$ cat src/rtl/clk_mode_pkg.sv
package clk_mode_pkg;
  localparam int FREQ_W   = 2;
  localparam int SYS_SS_W = 3;
  localparam int PCIE_SS_W = 2;

  localparam logic [FREQ_W-1:0]    FREQ_RESET   = '1;
  localparam logic [SYS_SS_W-1:0]  SYS_SS_OFF   = '0;
  localparam logic [PCIE_SS_W-1:0] PCIE_SS_OFF0 = 2'b00;
  localparam logic [PCIE_SS_W-1:0] PCIE_SS_OFF1 = 2'b11;

  typedef struct packed {
    logic capture;
    logic freqWr;
    logic sysSpreadWr;
    logic pcieSpreadWr;
  } cfgStrobe_t;

  function automatic logic pcieSpreads(input logic [PCIE_SS_W-1:0] code);
    return (code != PCIE_SS_OFF0) && (code != PCIE_SS_OFF1);
  endfunction
endpackage

$ cat src/rtl/clk_mode_ctrl.sv
module clk_mode_ctrl
  import clk_mode_pkg::*;
(
  input  logic                 clk,
  input  logic                 rstN,
  input  logic                 freqWe,
  input  logic                 sysSpreadWe,
  input  logic [SYS_SS_W-1:0]  sysSpreadData,
  input  logic                 pcieSpreadWe,
  input  logic [PCIE_SS_W-1:0] pcieSpreadData,
  input  logic                 sysLocked,
  input  logic                 pcieLocked,
  output cfgStrobe_t           stb,
  output logic                 sampleValid
);
  logic capturedQ;
  logic validQ;

  always_ff @(posedge clk or negedge rstN) begin
    if (!rstN) begin
      capturedQ <= 1'b0;
      validQ    <= 1'b0;
    end else begin
      capturedQ <= 1'b1;
      validQ    <= !capturedQ;
    end
  end

  always_comb begin
    stb.capture      = !capturedQ;
    stb.freqWr       = freqWe && capturedQ;
    stb.sysSpreadWr  = sysSpreadWe && !(sysLocked && (sysSpreadData == SYS_SS_OFF));
    stb.pcieSpreadWr = pcieSpreadWe && !(pcieLocked && !pcieSpreads(pcieSpreadData));
  end

  assign sampleValid = validQ;

  // the valid pulse lasts one cycle
  p_valid_once_r2: assert property (@(posedge clk) disable iff (!rstN)
    sampleValid |=> !sampleValid);

  // the override strobe never coincides with capture
  p_no_collide_r5: assert property (@(posedge clk) disable iff (!rstN)
    stb.capture |-> !stb.freqWr);
endmodule

$ cat src/rtl/clk_mode_dp.sv
module clk_mode_dp
  import clk_mode_pkg::*;
(
  input  logic                 clk,
  input  logic                 rstN,
  input  cfgStrobe_t           stb,
  input  logic [FREQ_W-1:0]    strapFs,
  input  logic                 strapDdrSel,
  input  logic                 strapPcieSel,
  input  logic [FREQ_W-1:0]    freqData,
  input  logic [SYS_SS_W-1:0]  sysSpreadData,
  input  logic [PCIE_SS_W-1:0] pcieSpreadData,
  output logic                 sysLocked,
  output logic                 pcieLocked,
  output logic [FREQ_W-1:0]    sysFreqCode,
  output logic                 ddrSel,
  output logic                 pcieSel,
  output logic [SYS_SS_W-1:0]  sysSpreadCode,
  output logic [PCIE_SS_W-1:0] pcieSpreadCode
);
  logic [FREQ_W-1:0]    freqQ;
  logic                 ddrQ;
  logic                 pcieQ;
  logic [SYS_SS_W-1:0]  sysSsQ;
  logic [PCIE_SS_W-1:0] pcieSsQ;

  always_ff @(posedge clk or negedge rstN) begin
    if (!rstN) begin
      freqQ <= FREQ_RESET;
      ddrQ  <= 1'b1;
      pcieQ <= 1'b1;
    end else if (stb.capture) begin
      freqQ <= strapFs;
      ddrQ  <= strapDdrSel;
      pcieQ <= strapPcieSel;
    end else if (stb.freqWr) begin
      freqQ <= freqData;
    end
  end

  always_ff @(posedge clk or negedge rstN) begin
    if (!rstN) begin
      sysSsQ  <= SYS_SS_OFF;
      pcieSsQ <= PCIE_SS_OFF0;
    end else begin
      if (stb.sysSpreadWr)  sysSsQ  <= sysSpreadData;
      if (stb.pcieSpreadWr) pcieSsQ <= pcieSpreadData;
    end
  end

  assign sysLocked      = (sysSsQ != SYS_SS_OFF);
  assign pcieLocked     = pcieSpreads(pcieSsQ);
  assign sysFreqCode    = freqQ;
  assign ddrSel         = ddrQ;
  assign pcieSel        = pcieQ;
  assign sysSpreadCode  = sysSsQ;
  assign pcieSpreadCode = pcieQ ? pcieSsQ : PCIE_SS_OFF0;

  // latched selects hold once captured
  p_straps_frozen_r3: assert property (@(posedge clk) disable iff (!rstN)
    !stb.capture |=> $stable(ddrSel) && $stable(pcieSel));

  // frequency code changes only on capture or override
  p_freq_hold_r4: assert property (@(posedge clk) disable iff (!rstN)
    (!stb.capture && !stb.freqWr) |=> $stable(sysFreqCode));

  // system spread never returns to none before reset
  p_sys_lock_r8: assert property (@(posedge clk) disable iff (!rstN)
    (sysSpreadCode != SYS_SS_OFF) |=> (sysSpreadCode != SYS_SS_OFF));

  // stored PCIe spread never leaves a spreading code before reset
  p_pcie_lock_r9: assert property (@(posedge clk) disable iff (!rstN)
    pcieLocked |=> pcieLocked);
endmodule

$ cat src/rtl/clk_mode_decode.sv
module clk_mode_decode
  import clk_mode_pkg::*;
(
  input  logic                 clk,
  input  logic                 rstN,
  input  logic [FREQ_W-1:0]    strapFs,
  input  logic                 strapDdrSel,
  input  logic                 strapPcieSel,
  input  logic                 freqWe,
  input  logic [FREQ_W-1:0]    freqData,
  input  logic                 sysSpreadWe,
  input  logic [SYS_SS_W-1:0]  sysSpreadData,
  input  logic                 pcieSpreadWe,
  input  logic [PCIE_SS_W-1:0] pcieSpreadData,
  output logic                 sampleValid,
  output logic [FREQ_W-1:0]    sysFreqCode,
  output logic                 ddrSel,
  output logic                 pcieSel,
  output logic [SYS_SS_W-1:0]  sysSpreadCode,
  output logic [PCIE_SS_W-1:0] pcieSpreadCode
);
  cfgStrobe_t stb;
  logic sysLocked;
  logic pcieLocked;

  clk_mode_ctrl uCtrl (
    .clk(clk), .rstN(rstN),
    .freqWe(freqWe),
    .sysSpreadWe(sysSpreadWe), .sysSpreadData(sysSpreadData),
    .pcieSpreadWe(pcieSpreadWe), .pcieSpreadData(pcieSpreadData),
    .sysLocked(sysLocked), .pcieLocked(pcieLocked),
    .stb(stb), .sampleValid(sampleValid)
  );

  clk_mode_dp uDp (
    .clk(clk), .rstN(rstN), .stb(stb),
    .strapFs(strapFs), .strapDdrSel(strapDdrSel), .strapPcieSel(strapPcieSel),
    .freqData(freqData), .sysSpreadData(sysSpreadData), .pcieSpreadData(pcieSpreadData),
    .sysLocked(sysLocked), .pcieLocked(pcieLocked),
    .sysFreqCode(sysFreqCode), .ddrSel(ddrSel), .pcieSel(pcieSel),
    .sysSpreadCode(sysSpreadCode), .pcieSpreadCode(pcieSpreadCode)
  );
endmodule

$ cat config.mk
export PLATFORM = sky130hd
export DESIGN_NAME = clk_mode_decode
export DESIGN_NICKNAME = d
export VERILOG_FILES = /design/src/rtl/clk_mode_pkg.sv /design/src/rtl/clk_mode_ctrl.sv /design/src/rtl/clk_mode_dp.sv /design/src/rtl/clk_mode_decode.sv
export SDC_FILE = /design/constraint.sdc
export NUM_CORES = 1
export LEC_CHECK = 0
export ABC_AREA = 1
export BUFFER_PORTS_ARGS = -buffer_cell sky130_fd_sc_hd__buf_2
export CAP_MARGIN = 15
export CORE_AREA = 3 3 40 42
export DETAILED_ROUTE_END_ITERATION = 8
export DIE_AREA = 0 0 43 45
export GPL_TIMING_DRIVEN = 0
export PLACE_DENSITY = 0.68
export SLEW_MARGIN = 20
export SYNTH_ARGS = -nofsm -noshare
export SYNTH_HDL_FRONTEND = slang
export SYNTH_HIERARCHICAL = 1
export SYNTH_SLANG_ARGS = --single-unit
$ cat constraint.sdc
create_clock -name clk -period 2 [get_ports clk]
set_input_delay 0.4 -clock clk [delete_from_list [all_inputs] [get_ports clk]]
set_output_delay 0.4 -clock clk [all_outputs]
set_load 0.02 [all_outputs]
Word-level counts from Yosys, hierarchy flattened --
Index checks and enable logic that the tools add are counted.
Operators by class: equality and inequality tests 3, mux-type cells 3, reductions and logical operators 15
Operators with widths (count):
- $logic_and 1x1->1 | 7
- $mux 2 | 3
- $ne 2x2->1 const B | 3
- $logic_not 1->1 | 4
- $reduce_bool 2->1 | 2
- $logic_not 3->1 | 1
- $reduce_bool 3->1 | 1
Word-level totals: register bits 11, input port bits 16, logic and storage cells 28

Depth between registers and ports, before layout --
Gate-level depths: netlist (run 1).
word-level depth 6, mapped depth 7, depth with buffers taken out 7

Modules after synthesis --
Netlist (run 1), hierarchy kept.
Modules (own cells, without submodules):
- clk_mode_dp | times used 1, cells an instance 46, area each 386.6 µm²
- clk_mode_ctrl | times used 1, cells an instance 17, area each 110.1 µm²

Least setup slack after synthesis (run 1) --
Ideal clock, no wire load.
path kind flip-flop to output port, from register uDp.pcieQ, in the netlist uDp/pcieSel, to output pcieSpreadCode[0], arrival time 789 ps, data required time 1600 ps, path slack 811 ps, cell stages (with the launch flop) 3, path buffers 0, cell sequence dfstp_2 nand2_1 inv_1
Between the ends: longest elaborated chain between the ends 1
Ends and longest elaborated chain:
- start: declaration | RTL line clk_mode_dp.sv:23 | logic pcieQ;
- start signal: assignment | RTL line clk_mode_dp.sv:35 | pcieQ <= strapPcieSel;
- $mux 2 | RTL line clk_mode_dp.sv:57 | assign pcieSpreadCode = pcieQ ? pcieSsQ : PCIE_SS_OFF0;
- end: declaration | RTL line clk_mode_decode.sv:20 | output logic [PCIE_SS_W-1:0] pcieSpreadCode
No other way between the ends.

Worst setup path in the final report (run 1) --
from register uDp.pcieQ, in the netlist uDp/pcieSel, to output pcieSpreadCode[1]
The elaborated chain is that of the path after synthesis.

==> results of run 1 <==
[worst max-delay path by stage]
stage                 from  slack, ns  cells after the start                 to
2_1_floorplan  uDp/pcieSel       0.81                      2  pcieSpreadCode[0]
3_3_place_gp   uDp/pcieSel       0.83                      3  pcieSpreadCode[1]
3_5_place_dp   uDp/pcieSel       0.82                      3  pcieSpreadCode[1]
4_1_cts        uDp/pcieSel       0.54                      3  pcieSpreadCode[1]
5_1_grt        uDp/pcieSel       0.48                      3  pcieSpreadCode[0]
6_report       uDp/pcieSel       0.56                      3  pcieSpreadCode[1]
[timing repair]
item                                   in CTS  in global routing
hold buffers                                1                  0
endpoints found under the hold margin       3                  0
gates resized for setup                     0                  0
[cell type report]
class	instances	area (sq um)	area share (%)
Sequential cell	11	280	41.4
Multi-Input combinational cell	37	160	23.7
Timing Repair Buffer	26	135	20.0
Inverter	15	56.3	8.32
Clock buffer	4	26.3	3.88
Tap cell	15	18.8	2.77
[flip-flops by register name, indices dropped and copies added (netlist names)]
signal	cells
uCtrl/capturedQ	1
uCtrl/sampleValid	1
uDp/ddrSel	1
uDp/pcieSel	1
uDp/pcieSsQ	2
uDp/sysFreqCode	2
uDp/sysSpreadCode	3
[cells in the mapped netlist, drive strengths merged]
master	number	share of area, %
o21ai	5	5.0
inv	15	11
xor2	1	1.8
nand2	21	16
nor2	2	1.5
dfstp	4	21
conb	1	0.75
dfrtp	7	35
a31oi	1	1.3
nand3	6	6.0
[per-layer routing]
metal	wire length [microns]	vias to the layer above	global-route usage (%)
li1	-	247	-
met1	397	190	12.8
met2	442	14	17.4
met3	81	0	3.98
met4	0	0	3.01
met5	0	-	0
[stage by stage]
step           total power [mW]  setup WS (ns)  cell area (sq um)  hold slack [ns]
2_1_floorplan             0.398          0.811                497            0.104
3_3_place_gp              0.454          0.833                641            0.276
3_5_place_dp              0.458          0.823                641            0.278
4_1_cts                   0.605          0.540                677            0.338
5_1_grt                   0.651          0.482                677            0.337
6_report                  0.594          0.555                677            0.344
[cells in the final DEF, fill, tap and decap left out]
master         instances
dfrtp_1                7
a31oi_1                1
o21ai_0                5
nand2_1               21
nor2_1                 2
dlygate4sd3_1          1
conb_1                 1
nand3_1                6
clkbuf_1               1
xor2_1                 1
dfstp_2                4
inv_2                  1
clkbuf_4               3
inv_1                 14
buf_2                 25
[cells by family after synthesis]
family	Yosys count	synth area share [%]
AND/OR/NAND/NOR	29	23.4
buffers and inverters	15	11.3
flip-flops	11	56.4
AO/OA/AOI/OAI	6	6.30
XOR/XNOR	1	1.76
other	1	0.755
[worst register-to-register path, delay by kind of cell (launching register included)]
kind / cells / cell delay (ns)
DFF: 1 / 0.38
AOI/OAI and AO/OA: 2 / 0.53
and+or+nand+nor: 1 / 0.08
buffers and inverters: 1 / 0.07
[power groups by stage]
stage | clock network [mW] | registers [mW] | logic (mW)
floorplan | 0 | 0.313 | 0.0851
global placement | 0 | 0.295 | 0.159
detailed placement | 0 | 0.296 | 0.162
CTS | 0.149 | 0.292 | 0.164
global route | 0.166 | 0.299 | 0.186
finish | 0.141 | 0.291 | 0.162
==> flow_metrics.tcl, run 1 <==
set metrics [dict create \
    final_nets 110 \
    rr_endpoint "uDp/sysSpreadCode[0]" \
    min_to "uDp/ddrSel" \
    ys_warn_count 6 \
    ys_seq_area_share_pct 56.4 \
    critPathBufInv 2 \
    yosysUniqueCellTypes 11 \
    final_core_util_pct 52.7 \
    p_clk_share_pct 23.8 \
    dr.pass1.iters 4 \
    drt.antenna.violating_nets 0 \
    clk_root_buffer_cell "clkbuf_4" \
    status "finished, final reports clean" \
    clk_latency_ns 0.25 \
    grt_max_degree 12 \
    path_cells "nand2_1 -> inv_1 -> buf_2" \
    slew_viol_final 0 \
    drive_gt1_share_pct 35.5 \
    pwr-share-seq_pct 49.0 \
    syn_area_per_cell_sq_um 7.88 \
    cap_violations 0 \
    synth_area_sq_um 497 \
    coreArea_sq_um 1280 \
    final.min_clock_period_ns 1.44 \
    path_class "reg2out" \
    grt_overflow_total 0 \
    place_congestion 0.713 \
    switching_share_pct 31.7 \
    drcViolationCount 0 \
    drtIter0Drc 4 \
    cts_num_sinks 11 \
    timing.critical_path.slowest_stage_cell "dfstp_2" \
    slowest_delay_ns 0.55 \
    finalHoldViolCount 0 \
    routed_via_density 4.18 \
    r2r_start "uDp/sysSpreadCode[2]" \
    cts_buffers 3 \
    cts.clk_slew.worst_paths_ns 0.07 \
    die_h_microns 45 \
    die_w_microns 43 \
    wl_per_cell_microns 8.52 \
    crit_fanout 4 \
    fin_cells 108 \
    comb_power_share_pct 27.2 \
    r2r_cells 4 \
    fp.dieArea_sq_um 1940 \
    rrSetupSlack_ns 0.81 \
    first_global_vias 400 \
    start_kind "register" \
    drt_wl_total_microns 920 \
    antenna_found_initial 0 \
    setup_viol 0 \
    fin_skew_ns 0.00379 \
    rows 13 \
    hpwl_microns 775 \
    crit_path_end_kind "output port" \
    ctsLongestPathBuffers 2 \
    power_density_nw_per_um2 877 \
    ios 26 \
    cts_tree "built" \
    worst_ep_arrival_time_ns 1.04 \
    num-fill-cells 137 \
    syn2layout_area_growth_pct 36.3 \
    start_util_pct 38.7 \
    dp_cells 103 \
    whs_path_depth 3 \
    internal_power_uw 406 \
    setup_tns_ns 0 \
    p_switching_uw 188 \
    ys_ff_latch 11 \
    port_buffers 25 \
    antenna_cells 0 \
    rsz0062_at_grt "false" \
    cp_top_family "flip-flops" \
    min_from "strapDdrSel" \
    peakVddDrop_uv 426 \
    synthCells 63 \
    max_freq_mhz 692 \
    grt.total_usage_pct 10.5 \
    grt_pass1_wl_microns 1530 \
    htree_levels 1 \
    fin_crit_sh_pct 72.2 \
    via_count 451 \
    min_path_type "in2reg" \
    cts_setup_buffers 0 \
    cp.required_ns 1.60 \
    leakage_nw 0.413 \
    synth_fp_nets 79 \
]
Power figures use the tool's default switching activity.
==> run 2: changes to the inputs <==
--- a/config.mk
+++ b/config.mk
@@ -8,11 +8,11 @@
 export ABC_AREA = 1
 export BUFFER_PORTS_ARGS = -buffer_cell sky130_fd_sc_hd__buf_2
 export CAP_MARGIN = 15
-export CORE_AREA = 3 3 40 42
+export CORE_MARGIN = 3
+export CORE_UTILIZATION = 37
 export DETAILED_ROUTE_END_ITERATION = 8
-export DIE_AREA = 0 0 43 45
 export GPL_TIMING_DRIVEN = 0
-export PLACE_DENSITY = 0.68
+export PLACE_DENSITY = 0.7
 export SLEW_MARGIN = 20
 export SYNTH_ARGS = -nofsm -noshare
 export SYNTH_HDL_FRONTEND = slang
==> constraint.sdc (replaced) <==
create_clock -name clk -period 1.3 [get_ports clk]
set_input_delay 0.26 -clock clk [delete_from_list [all_inputs] [get_ports clk]]
set_output_delay 0.26 -clock clk [all_outputs]
set_load 0.02 [all_outputs]
==> run 2 against run 1 <==
Compared with the run above: the run now ends with negative setup slack left; final cell count fell by 0.93%; register-to-register slack got worse by 0.67 ns; worst hold slack got worse by 0.15 ns; non-clock buffer count did not move; combinational power rose by 65%; global-route usage rose by 1.8 points; clock power rose by 60%; core utilization rose by 5.3 points; critical path depth did not move; flip-flop and latch count did not move; die area fell by 6.0%; critical path type unchanged; critical endpoint is now pcieSpreadCode[0].
==> flow_metrics.tcl, run 2 (synthesis results as in run 1) <==
set metrics [dict create \
    die_w_microns 42.6 \
    r2r_start "uDp/sysSpreadCode[2]" \
    ctsLongestPathBuffers 2 \
    grt_max_degree 12 \
    num-fill-cells 111 \
    coreArea_sq_um 1190 \
    rrSetupSlack_ns 0.14 \
    pwr-share-seq_pct 47.7 \
    routed_via_density 4.36 \
    min_to "uDp/pcieSel" \
    p_switching_uw 301 \
    cts_buffers 3 \
    comb_power_share_pct 28.5 \
    leakage_nw 0.413 \
    drtIter0Drc 4 \
    drive_gt1_share_pct 36.6 \
    max_freq_mhz 763 \
    hpwl_microns 734 \
    cts.clk_slew.worst_paths_ns 0.06 \
    die_h_microns 42.6 \
    fp.dieArea_sq_um 1820 \
    wl_per_cell_microns 8.43 \
    switching_share_pct 31.9 \
    timing.critical_path.slowest_stage_cell "dfstp_2" \
    final.min_clock_period_ns 1.31 \
    start_kind "register" \
    power_density_nw_per_um2 1370 \
    clk_latency_ns 0.27 \
    r2r_cells 4 \
    largest_register_ffs 3 \
    drt.antenna.violating_nets 0 \
    slew_viol_final 0 \
    whs_path_depth 3 \
    drt_wl_total_microns 902 \
    dr.pass1.iters 2 \
    finalHoldViolCount 0 \
    peakVddDrop_uv 763 \
    grt.total_usage_pct 12.3 \
    grt_overflow_total 0 \
    grt_pass1_wl_microns 1610 \
    drcViolationCount 0 \
    rr_endpoint "uDp/sysSpreadCode[2]" \
    fin_skew_ns 0.00327 \
    min_path_type "in2reg" \
    final_nets 110 \
    start_util_pct 41.9 \
    via_count 466 \
    rsz0062_at_grt "true" \
    crit_fanout 4 \
    port_buffers 25 \
    multi_input_area_sq_um 160 \
    final_common_cell "buf_2" \
    slowest_delay_ns 0.56 \
    clk_root_buffer_cell "clkbuf_4" \
    ios 26 \
    min_from "strapPcieSel" \
    violations "negative setup slack" \
    worst_ep_arrival_time_ns 1.05 \
    fin_crit_sh_pct 101 \
    cts_tree "built" \
    internal_power_uw 642 \
    setup_viol 2 \
    crit_path_end_kind "output port" \
    layout_common_cells "buf_2, nand2_1, inv_1" \
    place_congestion 0.663 \
    path_cells "nand2_1 -> inv_1 -> buf_6" \
    final_core_util_pct 58.0 \
    cts_num_sinks 11 \
    p_clk_share_pct 23.8 \
    cap_violations 0 \
    antenna_cells 0 \
    syn2layout_area_growth_pct 38.5 \
    rows 12 \
    first_global_vias 415 \
    seqCellArea_sq_um 280 \
    setup_ws_ns -0.0110 \
    pre_cts_ws_ns 0.145 \
    htree_levels 1 \
    setup_tns_ns -0.0125 \
    cp.required_ns 1.04 \
    antenna_found_initial 0 \
    status "complete, but fails checks" \
    path_class "reg2out" \
    cts_setup_buffers 0 \
    p_total_uw 943 \
]
[run 2: cell count changes in the layout (fill, tap and decap cells not counted)]
cell | previous run | this run
inv_2 | 1 | 2
buf_2 | 25 | 23
inv_1 | 14 | 13
buf_6 | 0 | 2
[run 2: cell type report]
class	instances	area share (%)
flip-flops and latches	11	40.7
multi-input cells	37	23.3
repair buffers	26	21.5
inverters	15	8.18
clock buffers	4	3.82
well taps	14	2.55
[run 2: per-stage QoR]
stage               hold WS [ns]  cell area, sq um  instances
finish                     0.192               688        107
global route               0.192               688        107
CTS                        0.181               688        107
detailed placement         0.136               639        102
global placement           0.135               639        102
floorplan                -0.0356               497         63
[run 2: how the worst max path moves through the flow]
| stage | startpoint | end | slack (ns) |
|---|---|---|---|
| floorplan | uDp/sysSpreadCode[2] | uDp/sysSpreadCode[0] | 0.13 |
| global placement | uDp/sysSpreadCode[2] | uDp/sysSpreadCode[0] | 0.16 |
| detailed placement | uDp/sysSpreadCode[0] | uDp/sysSpreadCode[2] | 0.15 |
| CTS | uDp/pcieSel | pcieSpreadCode[0] | -0.02 |
| global route | uDp/pcieSel | pcieSpreadCode[0] | -0.08 |
| finish | uDp/pcieSel | pcieSpreadCode[0] | -0.01 |
[run 2: repair_timing]
action / 4_1_cts / 5_1_grt
hold buffers: 1 / 0
pin swaps: 0 / 0
resized for setup: 4 / 1
setup endpoints to repair: 2 / 3
endpoints found under the hold margin: 7 / 0
[run 2: worst max-delay path: cells and delay by family, from the launching register on]
family | cells | cell delay, ns
flops | 1 | 0.56
buf+inv | 2 | 0.17
simple gates | 1 | 0.05
[run 2: routing by layer]
layer  track usage (%)  part of all wire, %  vias to the layer above
met5                 0                    0                        -
met4              9.32                  2.1                        0
met3              6.87                  9.4                        2
met2              16.8                   47                       19
met1              13.8                   41                      197
li1                  -                    -                      248
[run 2: power by group through the flow]
stage	logic [mW]	registers, mW	clock network (mW)
floorplan	0.131	0.481	0
global placement	0.243	0.455	0
detailed placement	0.248	0.456	0
CTS	0.271	0.450	0.239
global route	0.305	0.458	0.256
finish	0.268	0.450	0.225
==> run 3: changes to the inputs <==
--- a/config.mk
+++ b/config.mk
@@ -8,7 +8,6 @@
 export ABC_AREA = 1
 export BUFFER_PORTS_ARGS = -buffer_cell sky130_fd_sc_hd__buf_2
 export CAP_MARGIN = 15
-export CORE_MARGIN = 3
 export CORE_UTILIZATION = 37
 export DETAILED_ROUTE_END_ITERATION = 8
 export GPL_TIMING_DRIVEN = 0
==> run 3 against run 2 <==
Compared with the run above: the flow still finishes with violations (negative setup slack); final cell count did not move; routed wire length rose by 3.9%; worst setup slack improved by 0.0089 ns; critical path type unchanged; critical endpoint is now pcieSpreadCode[1].
==> flow_metrics.tcl, run 3 (synthesis results as in run 1) <==
set metrics [dict create \
    status "complete, but fails checks" \
    violations "negative setup slack" \
    fin_crit_sh_pct 100 \
    pre_cts_ws_ns 0.126 \
    setup_ws_ns -0.00208 \
    dr.pass1.iters 4 \
    final_nets 110 \
    grt.total_usage_pct 14.5 \
    htree_levels 1 \
    die_w_microns 38.6 \
    setup_tns_ns -0.00208 \
    hpwl_microns 730 \
    place_congestion 0.718 \
    path_class "reg2out" \
    cts.clk_slew.worst_paths_ns 0.07 \
    cap_violations 0 \
    first_global_vias 381 \
    leakage_nw 0.418 \
    num-fill-cells 111 \
    drcViolationCount 0 \
    final.min_clock_period_ns 1.30 \
    cts_num_sinks 11 \
    fin_cells 107 \
    antenna_found_initial 0 \
    wl_per_cell_microns 8.76 \
    crit_path_end_kind "output port" \
    drt_wl_total_microns 937 \
    syn2layout_area_growth_pct 40.1 \
    final_common_cell "buf_2" \
    grt_overflow_total 0 \
    clk_latency_ns 0.26 \
    start_kind "register" \
    worst_ep_arrival_time_ns 1.04 \
    fin_skew_ns 0.00303 \
    finalHoldViolCount 0 \
    fp.dieArea_sq_um 1490 \
    final_core_util_pct 59.4 \
    layout_common_cells "buf_2, nand2_1, inv_1" \
    drt.antenna.violating_nets 0 \
    cts_tree "built" \
    start_util_pct 42.4 \
    coreArea_sq_um 1170 \
    dp_cells 102 \
    ctsLongestPathBuffers 2 \
    max_freq_mhz 768 \
    drtIter0Drc 3 \
    clk_root_buffer_cell "clkbuf_4" \
    slew_viol_final 0 \
    port_buffers 25 \
    min_path_type "in2reg" \
    power_density_nw_per_um2 1370 \
    via_count 467 \
    die_h_microns 38.6 \
    drive_gt1_share_pct 37.6 \
    p_total_uw 952 \
    cts_buffers 3 \
    ios 26 \
    antenna_cells 0 \
    largest_register_ffs 3 \
    routed_via_density 4.36 \
    grt_pass1_wl_microns 1430 \
    peakVddDrop_uv 711 \
    rows 12 \
    rsz0062_at_grt "true" \
    setup_viol 1 \
    cp.required_ns 1.04 \
    grt_max_degree 12 \
    crit_fanout 4 \
]
-- run 3: layer usage --
metal / GRT usage [%] / vias up / share of wire (%)
met5: 0 / - / 0
met1: 16.8 / 205 / 44
li1: - / 250 / -
met2: 22.5 / 12 / 51
met3: 5.78 / 0 / 5.1
met4: 7.76 / 0 / 0
-- run 3: metrics by stage --
step	instance area, sq um	hold slack, ns
6_report	696	0.197
5_1_grt	696	0.184
4_1_cts	689	0.189
3_5_place_dp	639	0.136
3_3_place_gp	639	0.135
2_1_floorplan	497	-0.0356
-- run 3: what timing repair did --
action                                  CTS  global route
resized for setup                         4             1
endpoints found under the setup margin    2             5
buffers inserted                          0             0
hold endpoints to repair                  7             0
hold buffers                              1             0
-- run 3: path summary, 6_finish.rpt --
kind / startpoint / end / slack [ns] / depth (start not counted)
worst min register to register: uDp/ddrSel / uDp/ddrSel / 0.47 / 2
worst max register to register: uDp/sysSpreadCode[2] / uDp/sysSpreadCode[2] / 0.22 / 4
worst min-delay path: strapPcieSel / uDp/pcieSel / 0.20 / 3
worst max-delay path: uDp/pcieSel / pcieSpreadCode[1] / -0.002 / 3
max in group asynchronous: rstN / uDp/sysFreqCode[0] / 0.66 / 2
min in group asynchronous: rstN / uDp/pcieSsQ[1] / 0.38 / 2
-- run 3: cell type report --
class | count | area, sq um | area share, %
Clock buffer | 3 | 22.5 | 3.24
Clock inverter | 1 | 5.00 | 0.719
Inverter | 15 | 56.3 | 8.09
Multi-Input combinational cell | 37 | 166 | 23.9
Sequential cell | 11 | 280 | 40.3
Tap cell | 14 | 17.5 | 2.52
Timing Repair Buffer | 26 | 148 | 21.2
-- run 3: critical path: stages (launching register included) --
cell and delay, ns:
dfstp_2 0.55, nand2_1 0.06, inv_1 0.06, buf_6 0.11
-- run 3: power breakdown --
part / internal, mW / total, mW / switching (mW)
clock: 0.114 / 0.229 / 0.115
combinational: 0.116 / 0.273 / 0.157
sequential: 0.407 / 0.450 / 0.0427
total: 0.637 / 0.952 / 0.315
